**config.mk**
```make
export PLATFORM = sky130hd
export DESIGN_NAME = stat_irq_ctrl
export DESIGN_NICKNAME = d
export VERILOG_FILES = /design/src/rtl/sic_pkg.sv /design/src/rtl/sic_status_reg.sv /design/src/rtl/sic_host_if.sv /design/src/rtl/stat_irq_ctrl.sv
export SDC_FILE = /design/constraint.sdc
export NUM_CORES = 1
export LEC_CHECK = 0
export BUFFER_PORTS_ARGS = -buffer_cell sky130_fd_sc_hd__buf_4
export CELL_PAD_IN_SITES_DETAIL_PLACEMENT = 1
export CELL_PAD_IN_SITES_GLOBAL_PLACEMENT = 1
export CORE_ASPECT_RATIO = 0.75
export CORE_UTILIZATION = 48
export DETAILED_ROUTE_END_ITERATION = 10
export PLACE_DENSITY_LB_ADDON = 0.1
export SKIP_LAST_GASP = 1
export SLEW_MARGIN = 20
export SYNTH_ARGS = -nofsm -noshare
export SYNTH_HDL_FRONTEND = slang
export SYNTH_SLANG_ARGS = --single-unit
```
**constraint.sdc**
```tcl
create_clock -name clk_i -period 1.8 [get_ports clk_i]
set_clock_uncertainty 0.1 [all_clocks]
set_input_delay 0.36 -clock clk_i [delete_from_list [all_inputs] [get_ports clk_i]]
set_output_delay 0.36 -clock clk_i [all_outputs]
set_load 0.005 [all_outputs]
```
**src/rtl/sic_pkg.sv**
```systemverilog
package sic_pkg;

    // Kind of register decoded from a host address
    typedef enum logic [1:0] {
        KIND_STAT = 2'd0,
        KIND_MASK = 2'd1,
        KIND_SUMM = 2'd2,
        KIND_NONE = 2'd3
    } reg_kind_e;

endpackage

```
**src/rtl/sic_status_reg.sv**
```systemverilog
module sic_status_reg #(
    parameter int            W    = 8,
    parameter logic [W-1:0]  COND = 8'h03
) (
    input  logic         clk_i,
    input  logic         rst_ni,
    input  logic [W-1:0] src_i,
    input  logic         sel_wr_i,
    input  logic [W-1:0] sel_i,
    output logic [W-1:0] latch_o,
    output logic [W-1:0] snap_o
);

    typedef struct packed {
        logic [W-1:0] src;
        logic [W-1:0] lat;
        logic [W-1:0] snap;
    } st_t;

    st_t          s_d, s_q;
    logic [W-1:0] rise_d;
    logic [W-1:0] set_d;
    logic [W-1:0] clr_d;

    always_comb begin
        s_d     = s_q;
        rise_d  = src_i & ~s_q.src;
        set_d   = (rise_d & ~COND) | (src_i & COND);
        clr_d   = sel_wr_i ? sel_i : '0;
        s_d.src = src_i;
        // setting term applied after the clear: a same-cycle occurrence wins
        s_d.lat  = (s_q.lat & ~clr_d) | set_d;
        s_d.snap = (s_q.snap & ~clr_d) | (s_q.lat & clr_d);
    end

    always_ff @(posedge clk_i or negedge rst_ni) begin
        if (!rst_ni) s_q <= '0;
        else         s_q <= s_d;
    end

    assign latch_o = s_q.lat;
    assign snap_o  = s_q.snap;

    AST_LATCH_HOLD: assert property (@(posedge clk_i) disable iff (!rst_ni)
        !sel_wr_i |=> ((s_q.lat & $past(s_q.lat)) == $past(s_q.lat)));

    AST_EVT_CLEAR: assert property (@(posedge clk_i) disable iff (!rst_ni)
        sel_wr_i |=> ((s_q.lat & $past(sel_i & ~COND & ~rise_d)) == '0));

    AST_COND_STICKY: assert property (@(posedge clk_i) disable iff (!rst_ni)
        (|(src_i & COND)) |=> ((s_q.lat & $past(src_i & COND)) == $past(src_i & COND)));

    AST_SNAP_HOLD: assert property (@(posedge clk_i) disable iff (!rst_ni)
        !sel_wr_i |=> $stable(s_q.snap));

    AST_NEW_EVT_WINS: assert property (@(posedge clk_i) disable iff (!rst_ni)
        sel_wr_i |=> ((s_q.lat & $past(rise_d)) == $past(rise_d)));

endmodule

```
**src/rtl/sic_host_if.sv**
```systemverilog
module sic_host_if
    import sic_pkg::*;
#(
    parameter int N      = 4,
    parameter int W      = 8,
    parameter int ADDR_W = 4
) (
    input  logic             clk_i,
    input  logic             rst_ni,
    input  logic             wr_i,
    input  logic             rd_i,
    input  logic [ADDR_W-1:0] addr_i,
    input  logic [W-1:0]     wdata_i,
    input  logic [N*W-1:0]   latch_i,
    input  logic [N*W-1:0]   snap_i,
    output logic [N-1:0]     stat_wr_o,
    output logic [W-1:0]     rdata_o,
    output logic             irq_o
);

    localparam logic [ADDR_W-1:0] SUMM_ADDR = ADDR_W'(2 * N);

    typedef struct packed {
        logic [N-1:0][W-1:0] mask;
        logic [W-1:0]        rdata;
        logic                irq;
    } st_t;

    st_t          s_d, s_q;
    reg_kind_e    kind_d;
    logic [N-1:0] hit_d;
    logic [N-1:0] pend_d;
    logic [W-1:0] rval_d;

    always_comb begin
        s_d    = s_q;
        kind_d = KIND_NONE;
        hit_d  = '0;
        pend_d = '0;
        rval_d = '0;
        for (int i = 0; i < N; i++) begin
            pend_d[i] = |(latch_i[i*W +: W] & s_q.mask[i]);
            if (addr_i == ADDR_W'(i)) begin
                kind_d   = KIND_STAT;
                hit_d[i] = 1'b1;
            end
            if (addr_i == ADDR_W'(N + i)) begin
                kind_d   = KIND_MASK;
                hit_d[i] = 1'b1;
            end
        end
        if (addr_i == SUMM_ADDR) kind_d = KIND_SUMM;

        for (int i = 0; i < N; i++) begin
            if (hit_d[i] && kind_d == KIND_STAT) rval_d = rval_d | snap_i[i*W +: W];
            if (hit_d[i] && kind_d == KIND_MASK) begin
                rval_d = rval_d | s_q.mask[i];
                if (wr_i) s_d.mask[i] = wdata_i;
            end
        end
        if (kind_d == KIND_SUMM) rval_d[N-1:0] = pend_d;

        if (rd_i) s_d.rdata = rval_d;
        s_d.irq = |pend_d;
    end

    always_ff @(posedge clk_i or negedge rst_ni) begin
        if (!rst_ni) s_q <= '0;
        else         s_q <= s_d;
    end

    always_comb begin
        for (int i = 0; i < N; i++) begin
            stat_wr_o[i] = wr_i && hit_d[i] && (kind_d == KIND_STAT);
        end
    end

    assign rdata_o = s_q.rdata;
    assign irq_o   = s_q.irq;

    AST_IRQ_MASKED_OFF: assert property (@(posedge clk_i) disable iff (!rst_ni)
        (s_q.mask == '0) |=> !s_q.irq);

    AST_IRQ_FOLLOWS: assert property (@(posedge clk_i) disable iff (!rst_ni)
        (|pend_d) |=> s_q.irq);

    AST_SUMM_READ_ONLY: assert property (@(posedge clk_i) disable iff (!rst_ni)
        (wr_i && addr_i == SUMM_ADDR) |=> $stable(s_q.mask));

endmodule

```
**src/rtl/stat_irq_ctrl.sv**
```systemverilog
module stat_irq_ctrl #(
    parameter int                         NUM_REGS = 4,
    parameter int                         REG_W    = 8,
    parameter int                         ADDR_W   = 4,
    parameter logic [NUM_REGS*REG_W-1:0]  COND_MAP = 32'h0303_0303
) (
    input  logic                      clk_i,
    input  logic                      rst_ni,
    input  logic [NUM_REGS*REG_W-1:0] alarm_i,
    input  logic                      bus_wr_i,
    input  logic                      bus_rd_i,
    input  logic [ADDR_W-1:0]         bus_addr_i,
    input  logic [REG_W-1:0]          bus_wdata_i,
    output logic [REG_W-1:0]          bus_rdata_o,
    output logic                      irq_o
);

    localparam int FLAT_W = NUM_REGS * REG_W;

    logic [FLAT_W-1:0]   latch_w;
    logic [FLAT_W-1:0]   snap_w;
    logic [NUM_REGS-1:0] stat_wr_w;

    for (genvar g = 0; g < NUM_REGS; g++) begin : g_stat
        sic_status_reg #(
            .W    (REG_W),
            .COND (COND_MAP[g*REG_W +: REG_W])
        ) u_stat (
            .clk_i    (clk_i),
            .rst_ni   (rst_ni),
            .src_i    (alarm_i[g*REG_W +: REG_W]),
            .sel_wr_i (stat_wr_w[g]),
            .sel_i    (bus_wdata_i),
            .latch_o  (latch_w[g*REG_W +: REG_W]),
            .snap_o   (snap_w[g*REG_W +: REG_W])
        );
    end

    sic_host_if #(
        .N      (NUM_REGS),
        .W      (REG_W),
        .ADDR_W (ADDR_W)
    ) u_host (
        .clk_i     (clk_i),
        .rst_ni    (rst_ni),
        .wr_i      (bus_wr_i),
        .rd_i      (bus_rd_i),
        .addr_i    (bus_addr_i),
        .wdata_i   (bus_wdata_i),
        .latch_i   (latch_w),
        .snap_i    (snap_w),
        .stat_wr_o (stat_wr_w),
        .rdata_o   (bus_rdata_o),
        .irq_o     (irq_o)
    );

    AST_RESET_QUIET: assert property (@(posedge clk_i) disable iff (!rst_ni)
        $rose(rst_ni) |-> !irq_o);

endmodule

```
; ---- Yosys cells after proc, flatten, opt, wreduce, memory -nomap -nowiden
; Cells that the tools add are included.
[word_totals]
ff_bits = 137
latch_bits = 0
mem_bits_rw = 0
mem_bits_ro = 0
output_inout_bits = 9
n_memories = 0
[op_classes]
addsub = 0
n_mul = 0
n_div = 0
order_cmp = 0
n_eq_ne = 10
shifts = 0
muxes = 30
bitwise = 47
n_reduce_logical = 27
[op_table]
columns = op, count
row1 = $and A8 B8 Y8, 20
row2 = $or A8 B8 Y8, 15
row3 = $mux W8, 12
row4 = $not A8 Y8, 8
row5 = $or A8 B2 Y8, 4
row6 = $reduce_or A32 Y1, 1
row7 = $reduce_or A8 Y1, 4
row8 = $mux W2, 9
row9 = $eq A4 B3 Y1 const B, 4
row10 = $logic_and A1 B1 Y1, 16
row11 = $eq A4 B2 Y1 const B, 2
row12 = $mux W1, 8
row13 = $reduce_and A2 Y1, 4
row14 = $eq A4 B1 Y1 const B, 1
row15 = $eq A4 B4 Y1 const B, 1
row16 = $logic_not A4 Y1, 1
row17 = $mux W4, 1
row18 = $eq A2 B1 Y1 const B, 1
row19 = $eq A2 B2 Y1 const B, 1
row20 = $logic_not A2 Y1, 1

; ---- Longest topological paths before layout
; Gate-level depths: netlist of run 1.
[logic_depth]
word_depth = 28
ltp_mapped = 7

; ---- By module
; A second synthesis of run 1 with hierarchy kept.
[unflattened]
cells_unflattened = 493
area_unflattened_um2 = 6033.3
[by_module_without_submodules]
columns = mod, instances, cells_each, area_per_inst_um2, seq_area_each_um2
row1 = sic_status_reg, 4, 69, 917.1, 550.5
row2 = sic_host_if, 1, 217, 2364.8, 1026.0

; ---- Worst setup path before layout of run 1
; OpenSTA, ideal clock, no wires.
[synth_timing]
path_type = input to register
from = input bus_addr_i[1]
to = register u_host.s_q[10] in the netlist's numbering
setup_time_ns = 0.125
arrival_ns = 1.462
t_required_ns = 1.575
setup_slack_ns = 0.113
cell_stages = 5
path_buffers = 2
cell_sequence = buf_6 or3b_4 nand2b_4 buf_6 mux2_4
[synth_between]
elab_chain_len = 13
word_cells_on_any_way = 23
classes_between = 9 x eq/ne / 11 x mux / 3 x reduce/logical
[synth_lines]
columns = element, line_no
row1 = "start, declared", stat_irq_ctrl.sv:12  ; input logic [ADDR_W-1:0] bus_addr_i,
row2 = $logic_not A4 Y1, sic_host_if.sv:43  ; if (addr_i == ADDR_W'(i)) begin
row3 = $mux W2, sic_host_if.sv:43
row4 = $mux W2, sic_host_if.sv:47  ; if (addr_i == ADDR_W'(N + i)) begin
row5 = $mux W2, sic_host_if.sv:43
row6 = $mux W2, sic_host_if.sv:47
row7 = $mux W2, sic_host_if.sv:43
row8 = $mux W2, sic_host_if.sv:47
row9 = $mux W2, sic_host_if.sv:43
row10 = $mux W2, sic_host_if.sv:47
row11 = $mux W2, sic_host_if.sv:52  ; if (addr_i == SUMM_ADDR) kind_d = KIND_SUMM;
row12 = $eq A2 B1 Y1, sic_host_if.sv:56  ; if (hit_d[i] && kind_d == KIND_MASK) begin
row13 = $logic_and A1 B1 Y1 *, sic_host_if.sv:56
row14 = $reduce_and A2 Y1 (no source line) *, n/a
row15 = "end signal, assigned", sic_host_if.sv:68  ; if (!rst_ni) s_q <= '0;
row16 = "end signal, assigned", sic_host_if.sv:69  ; else s_q <= s_d;
row17 = "end, declared", sic_host_if.sv:29  ; st_t s_d, s_q;
; Every way passes the cells marked *; elsewhere a longest branch is shown, timed or not.
; A chain may end at the register's enable or synchronous reset.

==> qor.csv, run 1 <==
stage;metric;value;unit
run_status;status;complete, no violations;
placement;port_buffers;56;
setup_path;worstPathArrival;1.89;ns
drt;viasPerCell;5.76;
setup_path;cp_max_fo;3;
die;die_area;12200;µm²
clock_network;clock_path_buffers;2;
yosys;yosysTopAreaCell;dfrtp_1;
clock_network;cts_buffers;17;
sta;tns;0;ns
die;die_y;95.7;µm
yosys;synthCells;437;
die;pin_count;57;
global_route;grt_pass1_vias;4446;
clock_network;cts.root.buffer_cell;clkbuf_16;
clock_network;cts_tree;done;
power_and_ir_drop;p_comb_frac;0.135;
yosys;netlist_area;5620;µm²
power_and_ir_drop;p_total;8.45;mW
setup_path;rrSetupSlack;0.08;ns
setup_path;slowest_delay;0.59;ns
power_and_ir_drop;vdd_drop_max;0.847;mV
setup_path;cp.buffers_inverters;0;
yosys;synth.top_cell.area_share;0.574;
yosys;synth_xor_area_frac;0;
yosys;synth_seq_cells;129;
yosys;synth_area_leaders;dfrtp_1 57%, mux2_2 8.4%, mux2_4 5.9%;
setup_path;critPathKind;reg2reg;
placement;dp_hpwl;10600;µm
power_and_ir_drop;cellLeakagePower;3.24;nW
power_and_ir_drop;power_frac_clock;0.429;
setup_path;path_depth;3;
global_route;grt_remaining_overflow;0;
final_layout;multi_input_area;2150;µm²
drt;drc;0;
worst_hold_path;holdPathStages;2;
setup_path;worst_ep_required_time;1.97;ns
final_layout;final_nets;589;
setup_path;r2r_start;g_stat[3].u_stat.latch_o[1]$_DFF_PN0_;
die;rows;33;
yosys;ys_seq_area_frac;0.574;
yosys;synth_warnings;0;
yosys;yosys.area_share.simple;0.0957;
final_layout;antenna_cells;0;
power_and_ir_drop;p_sw;2.15;mW
clock_network;clkTransAtPathRegs;0.06;ns
run;maxCapViolations;0;
placement;gp_congestion;0.854;
die;fp.coreArea;11100;µm²
final_layout;layout_commonest_cell;dfrtp_1;
yosys;synthAdderAreaFrac;0;
clock_network;clock_sinks;129;
power_and_ir_drop;internal_power;6.30;mW
sta;fmax;0.583;GHz
final_layout;syn_to_final_growth;27.9;%
sta;timing.final.hold_violations;0;
power_and_ir_drop;swShare;0.255;
sta;rsz0062_at_grt;false;
global_route;grt_pass1_wl;25200;µm
die;initial_utilization;0.504;
yosys;syn-mean-instance-area;12.9;µm²
yosys;ys_types;44;
sta;min_period;1.72;ns
setup_path;crit_path_end_kind;flip-flop;
setup_path;reg2reg_depth;3;
final_layout;num-fill-cells;1106;
final_layout;regArea;3230;µm²
drt;first_iter_violations;190;
worst_hold_path;min_path_type;in2reg;
setup_path;crit_family;simple AND/OR/NAND/NOR gates;
drt;dr.pass1.iters;4;
final_layout;final_cell_mix;129 x dfrtp_1, 79 x buf_4, 42 x nand2_1, 42 x mux2_2, 26 x dlygate4sd3_1;
sta;worst_slew_margin_rel;0.739;
clock_network;clk_latency;0.43;ns
power_and_ir_drop;p_seq_frac;0.436;
die;die_x;127;µm
drt;vias;3992;
setup_path;critical_path.cell_chain;a22oi_1 -> nand4_1 -> or4_1;
yosys;synth_top_family_by_area;multiplexers;
setup_path;crit_slowest_cell;or4_1;
sta;tightest_slew;0.382;ns
setup_path;endpoint;u_host.irq_o$_DFF_PN0_;
global_route;grt_max_degree;41;
yosys;synth_mux_area_frac;0.159;
drt;wl;15900;µm
drt;drt-wirelength-per-cell;22.9;µm
yosys;synth_compound_area_frac;0.127;
setup_path;startpoint_type;flip-flop;
final_layout;utilization;0.645;
setup_path;r2r_end;u_host.irq_o$_DFF_PN0_;
setup_path;crit_start;g_stat[3].u_stat.latch_o[1]$_DFF_PN0_;
sta;fin_crit_sh;0.953;
sta;setup_violations;0;
clock_network;h-tree-depth;4;
final_layout;drive_above_1_share;0.344;
sta;slew_viol_final;0;
clock_network;cts_setup_buffers;0;
drt;drtAntennaViolNets;0;
power_and_ir_drop;pwr_density_cell;1180;nW/µm²
yosys;synthesis.nets;485;
global_route;antenna_found_initial;1;
global_route;grtUsageTotal;0.289;
## synth_stat cells (all sizes together)
| cell type | n |
|---|---|
| a22o | 24 |
| nor3b | 1 |
| a22oi | 20 |
| nand2 | 43 |
| nand4 | 4 |
| o22a | 4 |
| mux2i | 8 |
| inv | 25 |
| or4 | 1 |
| nand3b | 17 |
| and2 | 1 |
| o211ai | 4 |
| a21oi | 9 |
| buf | 18 |
| nor4 | 3 |
| a211o | 1 |
| a311oi | 4 |
| nor2b | 4 |
| a2111oi | 1 |
| dfrtp | 129 |
| or2 | 6 |
| a221oi | 5 |
| nor3 | 1 |
| o21bai | 3 |
| clkbuf | 6 |
| and4b | 1 |
| o21ai | 4 |
| a2bb2oi | 2 |
| o2bb2ai | 3 |
| a21o | 8 |
| mux2 | 65 |
| nand2b | 3 |
| or3b | 1 |
| nor2 | 8 |
## routing by layer
metal	wire length (µm)	global-route usage	part of all wire	vias up
met2	7780	0.489	0.49	93
met1	7080	0.365	0.45	2083
li1	-	-	-	1786
met3	654	0.0584	0.041	28
met5	13	0	0.00082	-
met4	354	0.127	0.022	2
## cell families after synthesis
group	count (synthesis)
AO/OA/AOI/OAI	92
multiplexers	73
AND/OR/NAND/NOR	94
buffers and inverters	49
flip-flops	129
## power groups by stage
stage | Combinational [mW] | Sequential [mW] | Clock (mW)
floorplan | 0.719 | 3.54 | 0
CTS | 1.14 | 3.67 | 3.67
global placement | 1.02 | 3.69 | 0
detailed placement | 1.07 | 3.70 | 0
finish | 1.14 | 3.69 | 3.62
global route | 1.24 | 3.72 | 3.77
## how the worst min path moves through the flow
stage                     slack (ns)        from                                    end
after global routing           0.005  alarm_i[0]  g_stat[0].u_stat.latch_o[0]$_DFF_PN0_
final                           0.01  alarm_i[0]  g_stat[0].u_stat.latch_o[0]$_DFF_PN0_
after floorplan                -0.04      rst_ni             asynchronous set/reset pin
after CTS                      0.001  alarm_i[0]  g_stat[0].u_stat.latch_o[0]$_DFF_PN0_
after global placement          0.16      rst_ni             asynchronous set/reset pin
after detailed placement        0.16      rst_ni             asynchronous set/reset pin
## final cells by class
class	count	area share
clock buffer	18	0.0597
clock inverter	13	0.0261
inverter	25	0.0131
multi-input combinational	259	0.299
sequential	129	0.449
tap	140	0.0244
timing repair buffer	109	0.129
## metrics by stage
stage / cell area, µm² / hold slack, ns / cells / setup slack (ns)
floorplan: 5620 / -0.0356 / 437 / 0.113
global placement: 6310 / 0.162 / 636 / -0.00845
detailed placement: 6310 / 0.164 / 636 / -0.0464
CTS: 7180 / 0.000985 / 693 / 0.0434
global route: 7190 / 0.00484 / 693 / 0.0354
finish: 7190 / 0.0137 / 693 / 0.0849
## repair_timing
action                                 CTS  global route
hold buffers                            26             0
endpoints found under the hold margin   54             0
setup endpoints to repair                0             1
resized for setup                        0             1
(Power assumes the default switching activity.)
==> run 2, diff against run 1 <==
Settings changed: SYNTH_HIERARCHICAL set to 1.
==> run 2 against run 1 <==
Utilization is 5.7 points lower; sequential share of layout area decreased by 0.12 points; critical path type unchanged; die area up 7.2%.
==> qor.csv, run 2 <==
stage;metric;value;unit;change
drt;first_iter_violations;163;;-14%
yosys;ys_top_cells_by_count;129 x dfrtp_1, 78 x buf_4, 36 x mux2_2, 34 x nand2_1, 32 x a22oi_1;;
power_and_ir_drop;p_total;8.46;mW;about the same
drt;drt-wirelength-per-cell;21.8;µm;-5.1%
placement;gp_congestion;0.831;;-2.8%
drt;vias;3921;;-1.8%
final_layout;drive_above_1_share;0.353;;+0.00904
setup_path;cp_max_fo;3;;unchanged
clock_network;clk_latency;0.41;ns;-0.02 ns
sta;min_period;1.70;ns;-0.0109 ns
sta;timing.final.hold_violations;0;;unchanged
setup_path;worst_ep_required_time;1.97;ns;about the same
sta;final.setup.worst_slack;0.0959;ns;+0.0109 ns
power_and_ir_drop;pwr_density_cell;1170;nW/µm²;-0.19%
die;die_area;13000;µm²;+7.2%
sta;setup_violations;0;;unchanged
die;initial_utilization;0.492;;-0.0121
sta;fin_crit_sh;0.947;;-0.00608
worst_hold_path;min_path_type;in2reg;;
yosys;ys_seq_area_frac;0.535;;-0.0393
clock_network;cts_buffers;17;;unchanged
global_route;grt_pass1_wl;25200;µm;-0.27%
yosys;synth-main-ff-cell;dfrtp_1;;
yosys;synth_seq_cells;129;;unchanged
setup_path;crit_family;simple AND/OR/NAND/NOR gates;;
clock_network;cts_tree;done;;
drt;viasPerCell;5.45;;-5.3%
clock_network;cts.repair.resized;0;;unchanged
yosys;yosysMostFrequentCell;dfrtp_1;;
setup_path;worstPathArrival;1.87;ns;-0.02 ns
run_status;status;complete, no violations;;
die;fp.coreArea;12300;µm²;+10%
die;rows;35;;+6.1%
final_layout;antenna_cells;0;;unchanged
placement;place_area;6340;µm²;+0.46%
setup_path;critical_path.cell_chain;a22oi_1 -> nand4_1 -> or4_1;;
final_layout;stdcell_area;7210;µm²;+0.26%
setup_path;cp.buffers_inverters;0;;unchanged
yosys;synthCells;493;;+13%
final_layout;syn_to_final_growth;19.5;%;
clock_network;cts.root.buffer_cell;clkbuf_16;;
setup_path;startpoint_type;flip-flop;;
clock_network;clkTransAtPathRegs;0.06;ns;about the same
die;die_x;131;µm;+3.5%
yosys;async_flop_share;1.00;;unchanged
sta;fin_hold_ws;0.0319;ns;+0.0182 ns
yosys;synth-edff-count;0;;unchanged
setup_path;critPathKind;reg2reg;;
drt;dr.pass1.iters;4;;unchanged
yosys;synthesis.nets;541;;+12%
clock_network;h-tree-depth;4;;unchanged
placement;dp_hpwl;11200;µm;+6.1%
yosys;netlist_area;6030;µm²;+7.3%
sta;tightest_slew;0.343;ns;-0.0389 ns
run;maxCapViolations;0;;unchanged
power_and_ir_drop;cellLeakagePower;3.27;nW;+0.83%
yosys;synth.top_cell.area_share;0.535;;-0.0393
clock_network;cts_setup_buffers;0;;unchanged
yosys;ys_types;37;;-16%
power_and_ir_drop;vdd_drop_max;0.615;mV;-27%
yosys;syn-mean-instance-area;12.2;µm²;-4.8%
clock_network;postCtsHoldBufs;25;;-3.8%
clock_network;clock_sinks;129;;unchanged
yosys;synth_warnings;6;;+6
setup_path;crit_slowest_cell;or4_1;;
final_layout;layout_commonest_cell;dfrtp_1;;
drt;drtAntennaViolNets;0;;unchanged
sta;worst_slew_margin_rel;0.765;;+0.0260
global_route;antenna_found_initial;0;;-1
sta;rsz0062_at_grt;false;;
global_route;grt_max_degree;59;;+44%
final_layout;final_nets;588;;-0.17%
drt;wl;15600;µm;-1.5%
global_route;grt_remaining_overflow;0;;unchanged
die;pin_count;57;;unchanged
yosys;synth_area_leaders;dfrtp_1 54%, buf_4 9.7%, mux2_4 7.0%;;
sta;fmax;0.587;GHz;+0.64%
placement;port_buffers;56;;unchanged
clock_network;clock_path_buffers;2;;unchanged
drt;drc;0;;unchanged
final_layout;final_cell_mix;129 x dfrtp_1, 87 x buf_4, 36 x mux2_2;;
die;die_y;99.1;µm;+3.5%
sta;slew_viol_final;0;;unchanged
global_route;grtUsageTotal;0.261;;-0.0284
setup_path;slowest_delay;0.59;ns;about the same
yosys;yosysTopAreaCell;dfrtp_1;;
final_layout;utilization;0.588;;-0.0570
global_route;grt_pass1_vias;4284;;-3.6%
setup_path;crit_path_end_kind;flip-flop;;
placement;pre_cts_ws;-0.190;ns;-0.143 ns
run 2: cell count changes after synthesis, moves of 9 or more:
cell / change
a21oi_1: -9
a22oi_1: +12
buf_4: +67
nand3b_1: -17
o21ai_0: +12
run 2: final cells by class:
class                   instances  area, µm²
fillers                      1253       5050
flip-flops and latches        129       3230
clock buffers                  20        437
repair buffers                116        975
multi-input cells             248       2070
inverters                      28        105
well taps                     166        208
clock inverters                12        185
run 2: kinds of logic (layout without fill, tap and decap cells):
group                  count (synthesis)  after routing  synth area share
and+or+nand+nor                       80             80            0.0728
muxes                                 68             68             0.144
AOI/OAI and AO/OA                    100            100             0.127
buffers and inverters                116            176             0.122
DFF                                  129            129             0.535
run 2: metrics by stage:
stage | instances | TNS, ns
finish | 719 | 0
global route | 719 | 0
CTS | 719 | 0
detailed placement | 662 | -0.334
global placement | 662 | -0.376
floorplan | 493 | 0
run 2: metal layers:
layer | vias up | part of all wire | global-route usage
met5 | - | 0 | 0
met4 | 0 | 0.0067 | 0.0707
met3 | 8 | 0.040 | 0.0505
met2 | 82 | 0.47 | 0.410
met1 | 2053 | 0.49 | 0.371
li1 | 1778 | - | -
run 2: path summary, 6_finish.rpt:
path,startpoint,to,slack (ns),depth (start not counted)
min reg2reg,g_stat[2].u_stat/latch_o[0]$_DFF_PN0_,g_stat[2].u_stat/latch_o[0]$_DFF_PN0_,0.41,1
max in group asynchronous,rst_ni,g_stat[2].u_stat/latch_o[0]$_DFF_PN0_,0.70,3
max,u_host/s_q[13]$_DFFE_PN0P_,u_host/irq_o$_DFF_PN0_,0.1,3
max reg2reg,u_host/s_q[13]$_DFFE_PN0P_,u_host/irq_o$_DFF_PN0_,0.1,3
min in group asynchronous,rst_ni,g_stat[0].u_stat/latch_o[6]$_DFF_PN0_,0.31,2
min,alarm_i[24],g_stat[3].u_stat/latch_o[0]$_DFF_PN0_,0.03,2
run 2: power breakdown:
| group | switching [mW] | leakage [nW] | internal (mW) |
|---|---|---|---|
| combinational | 0.471 | 1.54 | 0.669 |
| clock | 1.30 | 0.287 | 2.33 |
| sequential | 0.372 | 1.44 | 3.32 |
==> run 3, diff against run 2 <==
Settings changed: CORE_MARGIN set to 4, RECOVER_POWER set to 25, SYNTH_HIERARCHICAL 1 to unset.
==> run 3 against run 2 <==
Cell count is 1.5% lower; register-to-register slack worse by 0.07 ns; flip-flop and latch count stayed put; first-iteration DRC count is 77% higher; global-route usage is 0.55 points lower; clock-buffer cell count is 1 higher; hold slack worse by 0.016 ns; critical path type unchanged; critical endpoint is now u_host.irq_o$_DFF_PN0_; largest power group unchanged.
==> qor.csv, run 3 (synthesis gave the netlist of run 1 again) <==
stage;metric;value;unit;change
run_status;status;complete, no violations;;
power_and_ir_drop;cellLeakagePower;3.17;nW;-2.8%
worst_hold_path;min_from;alarm_i[9];;
die;die_area;13500;µm²;+3.8%
setup_path;crit_family;simple AND/OR/NAND/NOR gates;;
final_layout;final_cell_mix;129 x dfrtp_1, 53 x buf_4, 42 x nand2_1, 42 x mux2_2;;
sta;slew_viol_final;0;;unchanged
placement;dp_hpwl;10900;µm;-2.9%
setup_path;cp.buffers_inverters;0;;unchanged
final_layout;drive_above_1_share;0.323;;-0.0296
die;die_x;133;µm;+1.1%
placement;gp_congestion;0.888;;+6.9%
drt;drtAntennaViolNets;0;;unchanged
power_and_ir_drop;p_total;8.03;mW;-5.0%
sta;worst_slew_margin_rel;0.454;;-0.310
setup_path;cp_max_fo;3;;unchanged
global_route;grt_max_degree;34;;-42%
sta;tightest_slew;0.818;ns;+0.475 ns
die;pin_count;57;;unchanged
clock_network;clock_sinks;129;;unchanged
die;fp.coreArea;11200;µm²;-8.7%
clock_network;clkTransAtPathRegs;0.06;ns;about the same
sta;min_period;1.77;ns;+0.0679 ns
run;maxCapViolations;0;;unchanged
final_layout;num-fill-cells;1080;;-14%
sta;fin_hold_ws;0.0163;ns;-0.0155 ns
drt;wl;16000;µm;+2.2%
setup_path;startpoint_type;flip-flop;;
drt;viasPerCell;5.66;;+3.8%
clock_network;h-tree-depth;4;;unchanged
sta;timing.final.hold_violations;0;;unchanged
sta;setup_violations;0;;unchanged
setup_path;crit_start;u_host.s_q[34]$_DFFE_PN0P_;;
global_route;grt_pass1_wl;25900;µm;+2.9%
drt;drt-wirelength-per-cell;22.6;µm;+3.8%
sta;tns;0;ns;unchanged
setup_path;r2r_start;u_host.s_q[34]$_DFFE_PN0P_;;
drt;vias;4009;;+2.2%
sta;rsz0062_at_grt;false;;
final_layout;final_nets;587;;-0.17%
final_layout;syn_to_final_growth;26.2;%;
power_and_ir_drop;vdd_drop_max;0.629;mV;+2.3%
placement;port_buffers;56;;unchanged
die;die_y;102;µm;+2.6%
die;initial_utilization;0.502;;+0.0103
global_route;grtUsageTotal;0.255;;-0.00553
clock_network;clk_latency;0.42;ns;about the same
clock_network;cts_tree;done;;
setup_path;worstPathArrival;1.94;ns;+0.07 ns
die;rows;33;;-5.7%
global_route;grt_pass1_vias;4501;;+5.1%
drt;drc;0;;unchanged
setup_path;worst_ep_required_time;1.97;ns;about the same
sta;fin_crit_sh;0.984;;+0.0377
clock_network;cts_buffers;17;;unchanged
setup_path;crit_slowest_cell;or4_1;;
drt;first_iter_violations;288;;+77%
setup_path;critPathKind;reg2reg;;
global_route;grt_remaining_overflow;0;;unchanged
sta;fmax;0.564;GHz;-3.8%
drt;dr.pass1.iters;4;;unchanged
worst_hold_path;min_path_type;in2reg;;
setup_path;slowest_delay;0.59;ns;about the same
final_layout;layout_commonest_cell;dfrtp_1;;
final_layout;antenna_cells;0;;unchanged
setup_path;critical_path.cell_chain;a22oi_1 -> nand4_1 -> or4_1;;
setup_path;crit_path_end_kind;flip-flop;;
clock_network;clock_path_buffers;2;;unchanged
global_route;antenna_found_initial;0;;unchanged
power_and_ir_drop;pwr_density_cell;1130;nW/µm²;-3.4%
clock_network;cts.root.buffer_cell;clkbuf_16;;
[run 3: worst paths after layout]
kind | endpoint | slack [ns] | cells past startpoint
worst min register to register | flip-flop | 0.40 | 1
worst min-delay path | g_stat[1].u_stat.latch_o[1]$_DFF_PN0_ | 0.02 | 2
min in group asynchronous | u_host.s_q[9]$_DFFE_PN0P_ | 0.48 | 2
max in group asynchronous | u_host.rdata_o[3]$_DFFE_PN0P_ | 0.36 | 3
worst max-delay path | u_host.irq_o$_DFF_PN0_ | 0.03 | 3
worst max register to register | u_host.irq_o$_DFF_PN0_ | 0.03 | 3
[run 3: timing repair]
action | CTS | global route
endpoints found under the setup margin | 0 | 0
buffers inserted | 0 | 0
gates resized for setup | 0 | 0
endpoints found under the hold margin | 47 | 0
hold buffers | 25 | 0
[run 3: cell type report]
cell class / count / area (µm²) / share of cell area
multi-input combinational: 259 / 2150 / 0.303
sequential: 129 / 3230 / 0.455
timing repair buffer: 107 / 880 / 0.124
clock inverter: 10 / 87.6 / 0.0124
clock buffer: 21 / 460 / 0.0649
inverter: 25 / 93.8 / 0.0132
tap: 157 / 196 / 0.0277
[run 3: power by group]
group          switching (mW)  internal [mW]  total [mW]
sequential              0.366           3.32        3.68
combinational           0.467          0.656        1.12
clock                    1.28           1.95        3.23
[run 3: routing by layer]
metal / GRT usage / wire length [µm]
met1: 0.336 / 6980
met3: 0.0531 / 769
met2: 0.416 / 7800
met4: 0.109 / 437
met5: 0 / 0
[run 3: through the flow]
step	worst slack [ns]	util	instances	instance area (µm²)
after floorplan	0.113	-	437	5620
after global placement	-0.0259	0.566	652	6330
after detailed placement	-0.0499	0.566	652	6330
after CTS	0.0799	0.637	708	7130
after global routing	0.0124	0.634	708	7090
final	0.0280	0.634	708	7090
